--- src/rtl/sw_pkg.sv ---
package sw_pkg;
  typedef enum logic [1:0] {
    MODE_SINGLE = 2'd0,
    MODE_FIXED  = 2'd1,
    MODE_RSIZE  = 2'd2,
    MODE_RSV    = 2'd3
  } sw_mode_e;

  typedef enum logic [2:0] {
    ST_IDLE,
    ST_FILL,
    ST_SIZE,
    ST_SHUF,
    ST_DONE
  } sw_state_e;
endpackage

--- src/rtl/sw_lfsr.sv ---
module sw_lfsr #(
  parameter int W = 32,
  parameter logic [W-1:0] POLY = 'h0040_0007,
  parameter logic [W-1:0] DEFAULT_SEED = 'h1D87_2B41
)(
  input  logic         clk,
  input  logic         rst,
  input  logic         load,
  input  logic [W-1:0] seed,
  input  logic         advance,
  output logic [W-1:0] state
);
  logic [W-1:0] nxt;

  // W single-bit Galois steps per use, so each consumer sees a fresh word
  always_comb begin
    nxt = state;
    for (int s = 0; s < W; s++) begin
      nxt = {nxt[W-2:0], 1'b0} ^ (nxt[W-1] ? POLY : '0);
    end
  end

  always_ff @(posedge clk) begin
    if (rst) begin
      state <= DEFAULT_SEED;
    end else if (load) begin
      state <= (seed == '0) ? DEFAULT_SEED : seed;
    end else if (advance) begin
      state <= nxt;
    end
  end

  p_nonzero_r9: assert property (@(posedge clk) disable iff (rst) state != '0)
    else $error("LFSR reached zero");
endmodule

--- src/rtl/sw_draw.sv ---
module sw_draw #(
  parameter int SW    = 6,
  parameter int DRAWS = 1
)(
  input  logic [8*DRAWS-1:0] rnd,
  input  logic [SW-1:0]      span,
  output logic [SW-1:0]      val
);
  logic [SW-1:0] cand [DRAWS];

  // each byte scaled into [0, span-1] by multiply and shift
  generate
    for (genvar d = 0; d < DRAWS; d++) begin : g_draw
      logic [SW+7:0] prod;
      assign prod    = rnd[8*d +: 8] * span;
      assign cand[d] = SW'(prod >> 8);
    end
  endgenerate

  always_comb begin
    val = cand[0];
    for (int d = 1; d < DRAWS; d++) begin
      if (cand[d] < val) val = cand[d];
    end
  end
endmodule

--- src/rtl/sw_assign_gen.sv ---
module sw_assign_gen
  import sw_pkg::*;
#(
  parameter int ID_W       = 5,
  parameter int LFSR_W     = 32,
  parameter int BIAS_DRAWS = 3,
  parameter logic [LFSR_W-1:0] LFSR_POLY    = 'h0040_0007,
  parameter logic [LFSR_W-1:0] DEFAULT_SEED = 'h1D87_2B41
)(
  input  logic                      clk,
  input  logic                      rst,
  input  logic                      seed_load,
  input  logic [LFSR_W-1:0]         seed_value,
  input  logic                      req_valid,
  output logic                      req_ready,
  input  logic [1:0]                req_mode,
  input  logic [ID_W:0]             req_count,
  input  logic                      req_shuffle,
  output logic                      out_valid,
  output logic [(1<<ID_W)*ID_W-1:0] out_ids
);
  localparam int NT = 1 << ID_W;
  localparam int CW = ID_W + 1;

  sw_state_e       state_q;
  sw_mode_e        mode_q;
  logic            shuf_q;
  logic [CW-1:0]   cnt_q;
  logic [ID_W-1:0] k_q;
  logic [CW-1:0]   pos_q;
  logic [ID_W-1:0] i_q;
  logic [ID_W-1:0] ids_q [NT];

  logic [LFSR_W-1:0] rnd;
  logic [CW-1:0]     size_span, size_draw, size_w;
  logic [CW-1:0]     swap_span, swap_j;
  logic [CW-1:0]     cnt_eff;
  logic              accept, advance;
  sw_state_e         tail_st;

  assign req_ready = (state_q == ST_IDLE) || (state_q == ST_DONE);
  assign accept    = req_valid && req_ready;
  assign out_valid = (state_q == ST_DONE);
  assign advance   = (state_q == ST_SIZE) || (state_q == ST_SHUF);
  assign tail_st   = shuf_q ? ST_SHUF : ST_DONE;

  always_comb begin
    if (req_count == '0)          cnt_eff = CW'(1);
    else if (int'(req_count) > NT) cnt_eff = CW'(NT);
    else                           cnt_eff = CW'(req_count);
  end

  // room for the current group: threads left minus one per later group
  assign size_span = CW'(NT - int'(pos_q) - (int'(cnt_q) - 1 - int'(k_q)));
  assign size_w    = CW'(int'(size_draw) + 1);
  assign swap_span = CW'(int'(i_q) + 1);

  sw_lfsr #(.W(LFSR_W), .POLY(LFSR_POLY), .DEFAULT_SEED(DEFAULT_SEED)) lfsr_i (
    .clk(clk), .rst(rst), .load(seed_load), .seed(seed_value),
    .advance(advance), .state(rnd)
  );

  sw_draw #(.SW(CW), .DRAWS(BIAS_DRAWS)) size_draw_i (
    .rnd(rnd[8*BIAS_DRAWS-1:0]), .span(size_span), .val(size_draw)
  );

  sw_draw #(.SW(CW), .DRAWS(1)) swap_draw_i (
    .rnd(rnd[LFSR_W-1 -: 8]), .span(swap_span), .val(swap_j)
  );

  always_ff @(posedge clk) begin
    if (rst) begin
      state_q <= ST_IDLE;
      mode_q  <= MODE_SINGLE;
      shuf_q  <= 1'b0;
      cnt_q   <= CW'(1);
      k_q     <= '0;
      pos_q   <= '0;
      i_q     <= '0;
      for (int t = 0; t < NT; t++) ids_q[t] <= '0;
    end else begin
      case (state_q)
        ST_IDLE, ST_DONE: begin
          if (accept) begin
            mode_q  <= sw_mode_e'(req_mode);
            shuf_q  <= req_shuffle;
            cnt_q   <= cnt_eff;
            state_q <= ST_FILL;
          end
        end
        ST_FILL: begin
          for (int t = 0; t < NT; t++) begin
            case (mode_q)
              MODE_FIXED: ids_q[t] <= ID_W'((t * int'(cnt_q)) >> ID_W);
              MODE_RSIZE: ids_q[t] <= ID_W'(int'(cnt_q) - 1);
              default:    ids_q[t] <= '0;
            endcase
          end
          k_q   <= '0;
          pos_q <= '0;
          i_q   <= ID_W'(NT - 1);
          case (mode_q)
            MODE_FIXED: state_q <= tail_st;
            MODE_RSIZE: state_q <= (cnt_q == CW'(1)) ? tail_st : ST_SIZE;
            default:    state_q <= ST_DONE;
          endcase
        end
        ST_SIZE: begin
          for (int t = 0; t < NT; t++) begin
            if (t >= int'(pos_q) && t < int'(pos_q) + int'(size_w)) ids_q[t] <= k_q;
          end
          pos_q <= CW'(int'(pos_q) + int'(size_w));
          k_q   <= ID_W'(int'(k_q) + 1);
          if (int'(k_q) == int'(cnt_q) - 2) state_q <= tail_st;
        end
        ST_SHUF: begin
          ids_q[i_q]                <= ids_q[swap_j[ID_W-1:0]];
          ids_q[swap_j[ID_W-1:0]]   <= ids_q[i_q];
          i_q <= ID_W'(int'(i_q) - 1);
          if (i_q == ID_W'(1)) state_q <= ST_DONE;
        end
        default: state_q <= ST_IDLE;
      endcase
    end
  end

  always_comb begin
    for (int t = 0; t < NT; t++) out_ids[t*ID_W +: ID_W] = ids_q[t];
  end

  p_hold_r1: assert property (@(posedge clk) disable iff (rst)
    (out_valid && !accept) |=> (out_valid && $stable(out_ids)))
    else $error("result changed while held");

  p_drop_r1: assert property (@(posedge clk) disable iff (rst)
    accept |=> !out_valid)
    else $error("valid not cleared after acceptance");

  p_single_r2: assert property (@(posedge clk) disable iff (rst)
    (out_valid && (mode_q == MODE_SINGLE || mode_q == MODE_RSV)) |-> (out_ids == '0))
    else $error("single policy produced nonzero id");

  p_fit_r4: assert property (@(posedge clk) disable iff (rst)
    (state_q == ST_SIZE) |->
      (int'(pos_q) + int'(size_w) + int'(cnt_q) - 1 - int'(k_q) <= NT))
    else $error("group size leaves no room for later groups");

  p_swap_r6: assert property (@(posedge clk) disable iff (rst)
    (state_q == ST_SHUF) |-> (int'(swap_j) <= int'(i_q)))
    else $error("swap partner out of range");
endmodule

--- config.mk ---
export PLATFORM = sky130hd
export DESIGN_NAME = sw_assign_gen
export DESIGN_NICKNAME = d
export VERILOG_FILES = /design/src/rtl/sw_pkg.sv /design/src/rtl/sw_lfsr.sv /design/src/rtl/sw_draw.sv /design/src/rtl/sw_assign_gen.sv
export SDC_FILE = /design/constraint.sdc
export NUM_CORES = 1
export LEC_CHECK = 0
export ABC_CLOCK_PERIOD_IN_PS = 40000
export BUFFER_PORTS_ARGS = -buffer_cell sky130_fd_sc_hd__buf_4
export CORE_ASPECT_RATIO = 1.75
export CORE_MARGIN = 2
export CORE_UTILIZATION = 30
export CTS_CLUSTER_DIAMETER = 30
export CTS_CLUSTER_SIZE = 30
export DETAILED_ROUTE_END_ITERATION = 16
export GPL_ROUTABILITY_DRIVEN = 1
export HOLD_SLACK_MARGIN = 0.08
export PLACE_DENSITY_LB_ADDON = 0.05
export SLEW_MARGIN = 20
export SYNTH_ARGS = -nofsm -noshare
export SYNTH_HDL_FRONTEND = slang
export SYNTH_SLANG_ARGS = --single-unit
--- constraint.sdc ---
create_clock -name clk -period 40 [get_ports clk]
set_input_delay 0 -clock clk [delete_from_list [all_inputs] [get_ports clk]]
set_output_delay 0 -clock clk [all_outputs]
set_load 0.02 [all_outputs]
* Word-level counts from Yosys, hierarchy flattened *
Memory sizes are Yosys's and may differ from the RTL's. A register that Yosys moved wholly into a read port is not among the register bits.
Index checks and enable logic that the tools add are counted.

word-level totals
  bits in registers = 60
  bits in latches = 0
  bits in writable memories = 160
  ROM bits = 0
  logic and storage cells = 665
  memories = 1

memories
  name   words  width  read ports  clocked after memory_dff  write ports  line                 text
  ids_q  32     5      34          1                         32           sw_assign_gen.sv:32  logic [ID_W-1:0] ids_q [NT];

operators by class
  $add $sub $neg = 10
  multipliers = 30
  div/mod/pow operators = 0
  order comparisons = 67
  eq/ne operators = 12
  shift operators = 0
  muxes and demuxes = 330
  bitwise operators = 160
  reductions and logical operators = 47

operators with widths
  cell                    number
  $xor A32 B32 Y32        32
  $mux W23                32
  $mux W5                 134
  $lt A6 B32 Y1 const A   16
  $lt A5 B32 Y1 const A   8
  $mux W1                 147
  $lt A4 B32 Y1 const A   4
  $or A1 B1 Y1            128
  $ge A5 B6 Y1 const A    16
  $mux W32                3
  $mul A5 B6 Y10 const A  8
  $lt A3 B32 Y1 const A   2
  $ge A4 B6 Y1 const A    8
  $mul A8 B6 Y14          3
  $mul A4 B6 Y10 const A  4
  $mul A3 B6 Y9 const A   4
  $mul A4 B6 Y9 const A   4
  $logic_and A1 B1 Y1     33
  $logic_not A32 Y1       1
  $lt A1 B32 Y1 const A   1
  $lt A2 B32 Y1 const A   1
  $ge A3 B6 Y1 const A    4
  $mul A2 B6 Y8 const A   3
  $mux W6                 4
  39 further kinds        56

* Depth between registers and ports, before layout *
Gate-level depths: netlist (run 1).

  word-level depth = 66
  depth in mapped cells = 60
  gate-level depth less buffers = 55

* Modules after synthesis *
A second synthesis (run 1) with hierarchy kept.

second synthesis, totals
  cell total of the unflattened synthesis = 3229
  area total of the unflattened synthesis = 28914.0 um2

modules (own cells, without submodules)
  module                  instances  cells each  area an instance (um2)  sequential area each (um2)
  sw_assign_gen           1          2282        20723.6                 5465.2
  sw_draw at size_draw_i  1          501         4220.3                  0.0
  sw_lfsr                 1          280         2562.5                  640.6
  sw_draw at swap_draw_i  1          166         1407.6                  0.0

* Worst setup path before layout (run 1) *
No wires, ideal clock.

  kind = reg2reg
  start = reg cnt_q[4]
  end = mem ids_q[0][0], enable pin
  library setup time = 286 ps
  arrival time = 12220 ps
  data required time = 39714 ps
  setup slack = 27494 ps
  stages on the path, launching flop included = 49
  clock period less this slack = 12506 ps
  cell sequence = dfxtp_1 > clkbuf_1 > inv_1 > xnor2_1 > inv_1 > fa_1 > inv_1 > ha_1 > a21oi_1 > xnor2_1 > clkbuf_1 > nand2_1 > fa_1 > fa_1 > fa_1 > inv_1 > ha_1 > nand4_1 > [13 not listed] > ha_1 > a21o_1 > a21o_1 > a21oi_1 > nand2_1 > o22ai_1 > inv_1 > ha_1 > fa_1 > a21oi_1 > nor2b_1 > or4b_1 > a21oi_1 > o211ai_1 > clkbuf_1 > nor2_1 > a21oi_1 > or4b_2

RTL lines
  element                 line                 text
  from (decl)             sw_assign_gen.sv:28  logic [CW-1:0] cnt_q;
  from (signal assigned)  sw_assign_gen.sv:87  cnt_q <= cnt_eff;
  to (decl)               sw_assign_gen.sv:32

==> metrics.md, run 1 <==
| Metric | Value |
|---|---|
| Outcome | completed |
| Rows | 148 |
| Top_reg_cell synth | edfxtp_1 |
| Iteration-0 DRC count of the detailed router | 2585 |
| DP HPWL | 125000 um |
| Final setup vio count | 0 |
| Worst-Margin Slew | 1160 ps |
| CTS root buffer | clkbuf_16 |
| Clock transition at path regs | 50 ps |
| Share of layout cells above drive strength 1 | 13.8% |
| Overflow after GRT | 0 |
| Final Hold Viols | 0 |
| Setup crit end kind | flop |
| Core area | 0.0931 mm^2 |
| Sink Count | 225 |
| Initial Utilization | 30.3% |
| HP Class | input pin to flop |
| WS Path Type | flop to flop |
| DR WL/cell | 33.6 um |
| Crit-path slowest cell | a21oi_1 |
| Area of the die | 0.0966 mm^2 |
| Max stage delay on crit path | 820 ps |
| RSZ-0062 raised after global routing | false |
| Synth Warn # | 0 |
| Drt pass-1 iters | 7 |
| I/O pins | 207 |
| Crit share post-route | 37.3% |
| Post-synth EDFFs | 160 |
| Total Wirelength | 160000 um |
| Routed via count | 28700 |
| Clk_skew | 84.1 ps |
| DRT antenna net count | 0 |
| Cells after Synth | 3376 |
| Setup TNS | 0 ps |
| P&R area growth vs syn | 18.8% |
| Setup Buffers After CTS | 0 |
| Placer Congestion | 0.995 |
| Drt via density | 6.01 |
| Die Y | 410 um |
| Data arrival, critical path | 15330 ps |
| Post-route DRC | 0 |
| Crit path time final | 14930 ps |
| Netlist Area Pre-Place | 0.0282 mm^2 |
| Max-Cap Viols | 0 |
| Smallest hold slack | 148 ps |
| Synth Register Bits | 225 |
| FILL cells | 9598 |
| Largest net degree at the start of global routing | 54 |
| Syn Area/Cell | 8.36 um^2 |
| CTS Buf Count | 54 |
| Mapped Nets | 3783 |
| Port Buffers | 206 |
| First-pass GRT wire length | 223000 um |
| Total track usage | 32.6% |
| Synth cell types | 85 |
| Pins Over Slew Limit | 0 |
| Initial antenna violation count | 5 |
| TritonCTS clock tree | yes |
| Clock Latency Late Sink | 690 ps |
| Fmax | 0.0670 GHz |
| Number of global-route vias before repair | 28900 |
| Relative slew margins | 21.1% |
| Critical path required time | 40390 ps |
| FFs w/ async S/R, synth | 0% |
| CP max FO | 24 |
| Crit path launch type | flop |
| Seq/Total Area, Yosys | 21.6% |
| Htree depth | 2 |
| CTS Buffer Depth | 3 |
| Layout Nets | 3931 |
| Die width | 236 um |
| Crit path top cell by count | inv_1 |
logic make-up after synthesis:
| family | after synthesis | share of synthesized area (%) |
|---|---|---|
| AND/OR/NAND/NOR | 1021 | 16.3 |
| AO/OA/AOI/OAI | 902 | 20.9 |
| buffers and inverters | 509 | 6.97 |
| adder cells (fa/ha/maj) | 362 | 20.0 |
| flip-flops | 225 | 21.6 |
| XOR/XNOR | 220 | 6.85 |
| multiplexers | 137 | 7.31 |
layout make-up:
| cell class | count | area, um^2 | share of cell area, % |
|---|---|---|---|
| Antenna cell | 7 | 17.5 | 0.0523 |
| Clock buffer | 60 | 1410 | 4.22 |
| Clock inverter | 42 | 495 | 1.48 |
| Inverter | 260 | 976 | 2.91 |
| Multi-Input combinational cell | 2642 | 20300 | 60.6 |
| Sequential cell | 225 | 6110 | 18.2 |
| Tap cell | 1200 | 1500 | 4.48 |
| Timing Repair Buffer | 341 | 2710 | 8.09 |
stage by stage:
stage / instance area [um^2] / util (%) / std cells / worst slack, ps
global route: 33500 / 36.0 / 4773 / 24250
CTS: 33500 / 36.0 / 4770 / 25340
finish: 33500 / 36.0 / 4777 / 25070
detailed placement: 31000 / 33.3 / 4607 / 25260
floorplan: 28200 / - / 3376 / 27490
global placement: 31000 / 33.3 / 4607 / 25580
cells in the mapped netlist, drive strengths merged (6+ instances only):
cell,number,share of area (%)
inv,257,3.4
and3,9,0.20
or4,8,0.21
o21a,11,0.30
nor4,13,0.29
fa,148,10
a21oi,329,5.8
o21bai,23,0.63
nor2b,15,0.33
o21ai,114,2.0
clkbuf,206,2.8
a211oi,35,0.93
o221ai,18,0.58
nand4,12,0.27
nand3,31,0.55
a31oi,52,1.2
nand3b,6,0.16
nand2b,18,0.40
a211o,17,0.53
a311oi,11,0.40
buf,43,0.76
mux4,54,4.3
nand2,276,3.7
o31ai,11,0.29
nor2,400,5.3
o211ai,15,0.40
xor2,63,2.0
or3,15,0.33
a221oi,107,3.3
xnor2,157,4.9
a21o,27,0.72
a222oi,10,0.35
nor3b,6,0.16
a22oi,37,0.98
mux2,12,0.48
and2,96,2.1
edfxtp,160,17
nor3,102,1.9
a221o,8,0.28
ha,214,9.5
o22ai,33,0.73
dfxtp,65,4.6
mux2i,71,2.5
registers in the layout (all words and copies together), names as in the netlist, named ones only:
name / count
pos_q: 6
lfsr_i.state: 32
state_q: 3
shuf_q: 1
mode_q: 2
i_q: 5
ids_q: 160
k_q: 5
cnt_q: 6
layout by cell type, fill, tap and decap left out, types with 18 or more instances in the layout:
master and count:
nand3_1 31, a21o_1 27, a211oi_1 35, o22ai_1 33, clkbuf_16 54, a22oi_1 37, a31oi_1 52, dfxtp_1 63
nor2_1 395, edfxtp_1 160, o21ai_0 85, ha_1 213, dlygate4sd3_1 61, o21ai_1 28, mux2i_1 70, xor2_1 61
a21oi_1 328, nand2b_1 18, o21bai_1 22, nand2_1 275, mux4_2 54, buf_4 280, and2_1 96, inv_1 254
fa_1 148, xnor2_1 151, a221oi_1 106, nor3_1 95
path summary, 6_finish.rpt:
| kind | startpoint | end | slack, ps | cells past startpoint |
|---|---|---|---|---|
| worst min-delay path | seed_load | lfsr_i.state[0]$_SDFFE_PP1P_ | 150 | 4 |
| worst max-delay path | cnt_q[0]$_SDFFE_PP1P_ | ids_q[18][3]$_DFFE_PP_ | 25070 | 54 |
| worst min register to register | i_q[1]$_SDFFE_PP0N_ | flop | 600 | 2 |
| worst max register to register | cnt_q[0]$_SDFFE_PP1P_ | ids_q[18][3]$_DFFE_PP_ | 25070 | 54 |
critical path: cells and delay by family (launching register included):
| family | cells | cell delay, ps |
|---|---|---|
| and+or+nand+nor | 11 | 2090 |
| DFF | 1 | 730 |
| xor gates and xnor gates | 3 | 590 |
| adders and majority gates | 11 | 4280 |
| muxes | 1 | 350 |
| AOI/OAI and AO/OA | 19 | 5610 |
| buffers and inverters | 9 | 1020 |
what timing repair did:
item	in CTS	in global routing
endpoints found under the setup margin	0	0
gates resized for setup	0	0
hold endpoints to repair	55	0
hold buffers	61	0
per-layer routing:
| metal | part of all wire [%] | routed length [um] | vias up | global-route usage, % |
|---|---|---|---|---|
| met5 | 0 | 0 | - | 0 |
| met4 | 10 | 16800 | 0 | 28.7 |
| met3 | 6.1 | 9860 | 563 | 4.73 |
| met2 | 50 | 80600 | 1563 | 58.2 |
| met1 | 33 | 53100 | 14200 | 33.0 |
| li1 | - | - | 12400 | - |
Power of run 1 is left out: the tool's default activity adds up to more than one toggle a clock period on the data nets, which glitch-free logic cannot reach.
==> inputs of run 2 (changes only) <==
Settings changed: ABC_CLOCK_PERIOD_IN_PS 40000 to 12900.
Clock period 40 ns to 12.9 ns, I/O delays scaled along.
==> metrics.md, run 2 (synthesis gave the netlist of run 1 again) <==
| Metric | Value |
|---|---|
| First-pass GRT wire length | 223000 um (about the same) |
| DR WL/cell | 33.2 um (-1.0%) |
| Clock Latency Late Sink | 650 ps (-40 ps) |
| Area of the die | 0.0966 mm^2 (unchanged) |
| R2r worst-path depth | 54 (unchanged) |
| WS Path Type | flop to flop |
| DP HPWL | 126000 um (+0.65%) |
| Fmax | 0.0812 GHz (+21%) |
| Htree depth | 2 (unchanged) |
| Hold Crit Depth | 4 (unchanged) |
| Die Y | 410 um (unchanged) |
| HP Class | input pin to flop |
| Clock transition at path regs | 50 ps (about the same) |
| Largest registers | ids_q: 160 flops, lfsr_i.state: 32 flops |
| Final setup vio count | 0 (unchanged) |
| Sink Count | 225 (unchanged) |
| Crit path top cell by count | inv_1 |
| TritonCTS clock tree | yes |
| Largest net degree at the start of global routing | 64 (+19%) |
| Largest register by flop count | ids_q |
| Die width | 236 um (unchanged) |
| CP max FO | 8 (-67%) |
| Total track usage | 32.5% (-0.14 points) |
| Most common cell after layout, fill and taps aside | nor2_1 |
| Pins Over Slew Limit | 0 (unchanged) |
| I/O pins | 207 (unchanged) |
| WP buf/inv | 11 (+2) |
| Crit path time final | 12320 ps (-2610 ps) |
| FILL cells | 9685 (+0.91%) |
| Crit share post-route | 95.5% (+58 points) |
| Placer Congestion | 0.991 (-0.34%) |
| Final Hold Viols | 0 (unchanged) |
| Most frequent cells in the layout | nor2_1 (392), buf_4 (334), a21oi_1 (318) |
| Crit-path slowest cell | or4b_1 |
| Worst path depth | 54 (unchanged) |
| Worst-Margin Slew | 1180 ps (+15.7 ps) |
| Core area | 0.0931 mm^2 (unchanged) |
| Iteration-0 DRC count of the detailed router | 2776 (+7.4%) |
| Layout Nets | 3982 (+1.3%) |
| Crit path launch type | flop |
| Data arrival, critical path | 12690 ps (-2640 ps) |
| P&R area growth vs syn | 20.5% |
| Clk_skew | 43.9 ps (-40.2 ps) |
| Routed via count | 28900 (+0.63%) |
| Critical path required time | 13270 ps (-27120 ps) |
| Drt via density | 5.99 (-0.20%) |
| CTS Buf Count | 49 (-9.3%) |
| Overflow after GRT | 0 (unchanged) |
| Total Wirelength | 160000 um (-0.20%) |
| Initial Utilization | 30.3% (unchanged) |
| Top delay family on crit path | compound AO/OA/AOI/OAI gates |
| Port Buffers | 206 (unchanged) |
| Drt pass-1 iters | 6 (-1) |
| Share of layout cells above drive strength 1 | 15.7% (+2.0 points) |
| CTS Buffer Depth | 3 (unchanged) |
| DRT antenna net count | 0 (unchanged) |
| Number of global-route vias before repair | 29000 (+0.15%) |
| Post-route DRC | 0 (unchanged) |
| CTS root buffer | clkbuf_16 |
| Setup crit end kind | flop |
| Outcome | completed |
| Max-Cap Viols | 0 (unchanged) |
| Relative slew margins | 20.1% (-1.1 points) |
| Initial antenna violation count | 3 (-2) |
| Rows | 148 (unchanged) |
| Largest register FFs | 160 (unchanged) |
| Setup TNS | 0 ps (unchanged) |
| Max stage delay on crit path | 580 ps (-240 ps) |
run 2: final timing paths:
| path | from | end | slack, ps |
|---|---|---|---|
| worst max-delay path | cnt_q[1]$_SDFFE_PP0P_ | ids_q[19][0]$_DFFE_PP_ | 580 |
| worst max register to register | cnt_q[1]$_SDFFE_PP0P_ | ids_q[19][0]$_DFFE_PP_ | 580 |
| worst min-delay path | seed_load | lfsr_i.state[23]$_SDFFE_PP1P_ | 150 |
| worst min register to register | cnt_q[3]$_SDFFE_PP0P_ | cnt_q[3]$_SDFFE_PP0P_ | 560 |
run 2: layer usage:
layer | global-route usage, % | vias to the layer above | wire, um | share of wire (%)
met2 | 57.4 | 1609 | 79100 | 49
met3 | 4.35 | 581 | 9650 | 6.0
met1 | 33.2 | 14200 | 53200 | 33
met5 | 0 | - | 27 | 0.017
li1 | - | 12500 | - | -
met4 | 29.5 | 4 | 18000 | 11
run 2: layout make-up:
class                      count  area (um^2)  share of cell area [%]
clock inverter                33          445                    1.31
tap                         1200         1500                    4.42
multi-input combinational   2642        20500                    60.4
inverter                     260          976                    2.87
sequential                   225         6110                    18.0
antenna                        2         5.00                  0.0147
clock buffer                  58         1300                    3.83
timing repair buffer         397         3130                    9.22
run 2: worst min-delay path, stage by stage:
cell,delay [ps]
buf_4,240
nor2_4,240
nor2_1,160
a211o_1,100
run 2: through the flow:
stage	util (%)	hold slack (ps)	cell area (um^2)	setup slack [ps]	std cells
floorplan	-	102	28200	394	3376
global placement	33.6	231	31300	-137	4650
detailed placement	33.6	240	31300	-232	4651
CTS	36.2	129	33700	19.4	4803
global route	36.5	185	34000	-35.1	4815
finish	36.5	153	34000	579	4817
run 2: what timing repair did:
item                                    in CTS  in global routing
setup buffers                                0                 12
hold buffers                                61                  0
gates resized for setup                      9                 36
hold endpoints to repair                    55                  0
gates cloned                                 0                  0
pin swaps                                    2                 10
endpoints found under the setup margin      94                320
Power of run 2 is left out for the same reason.
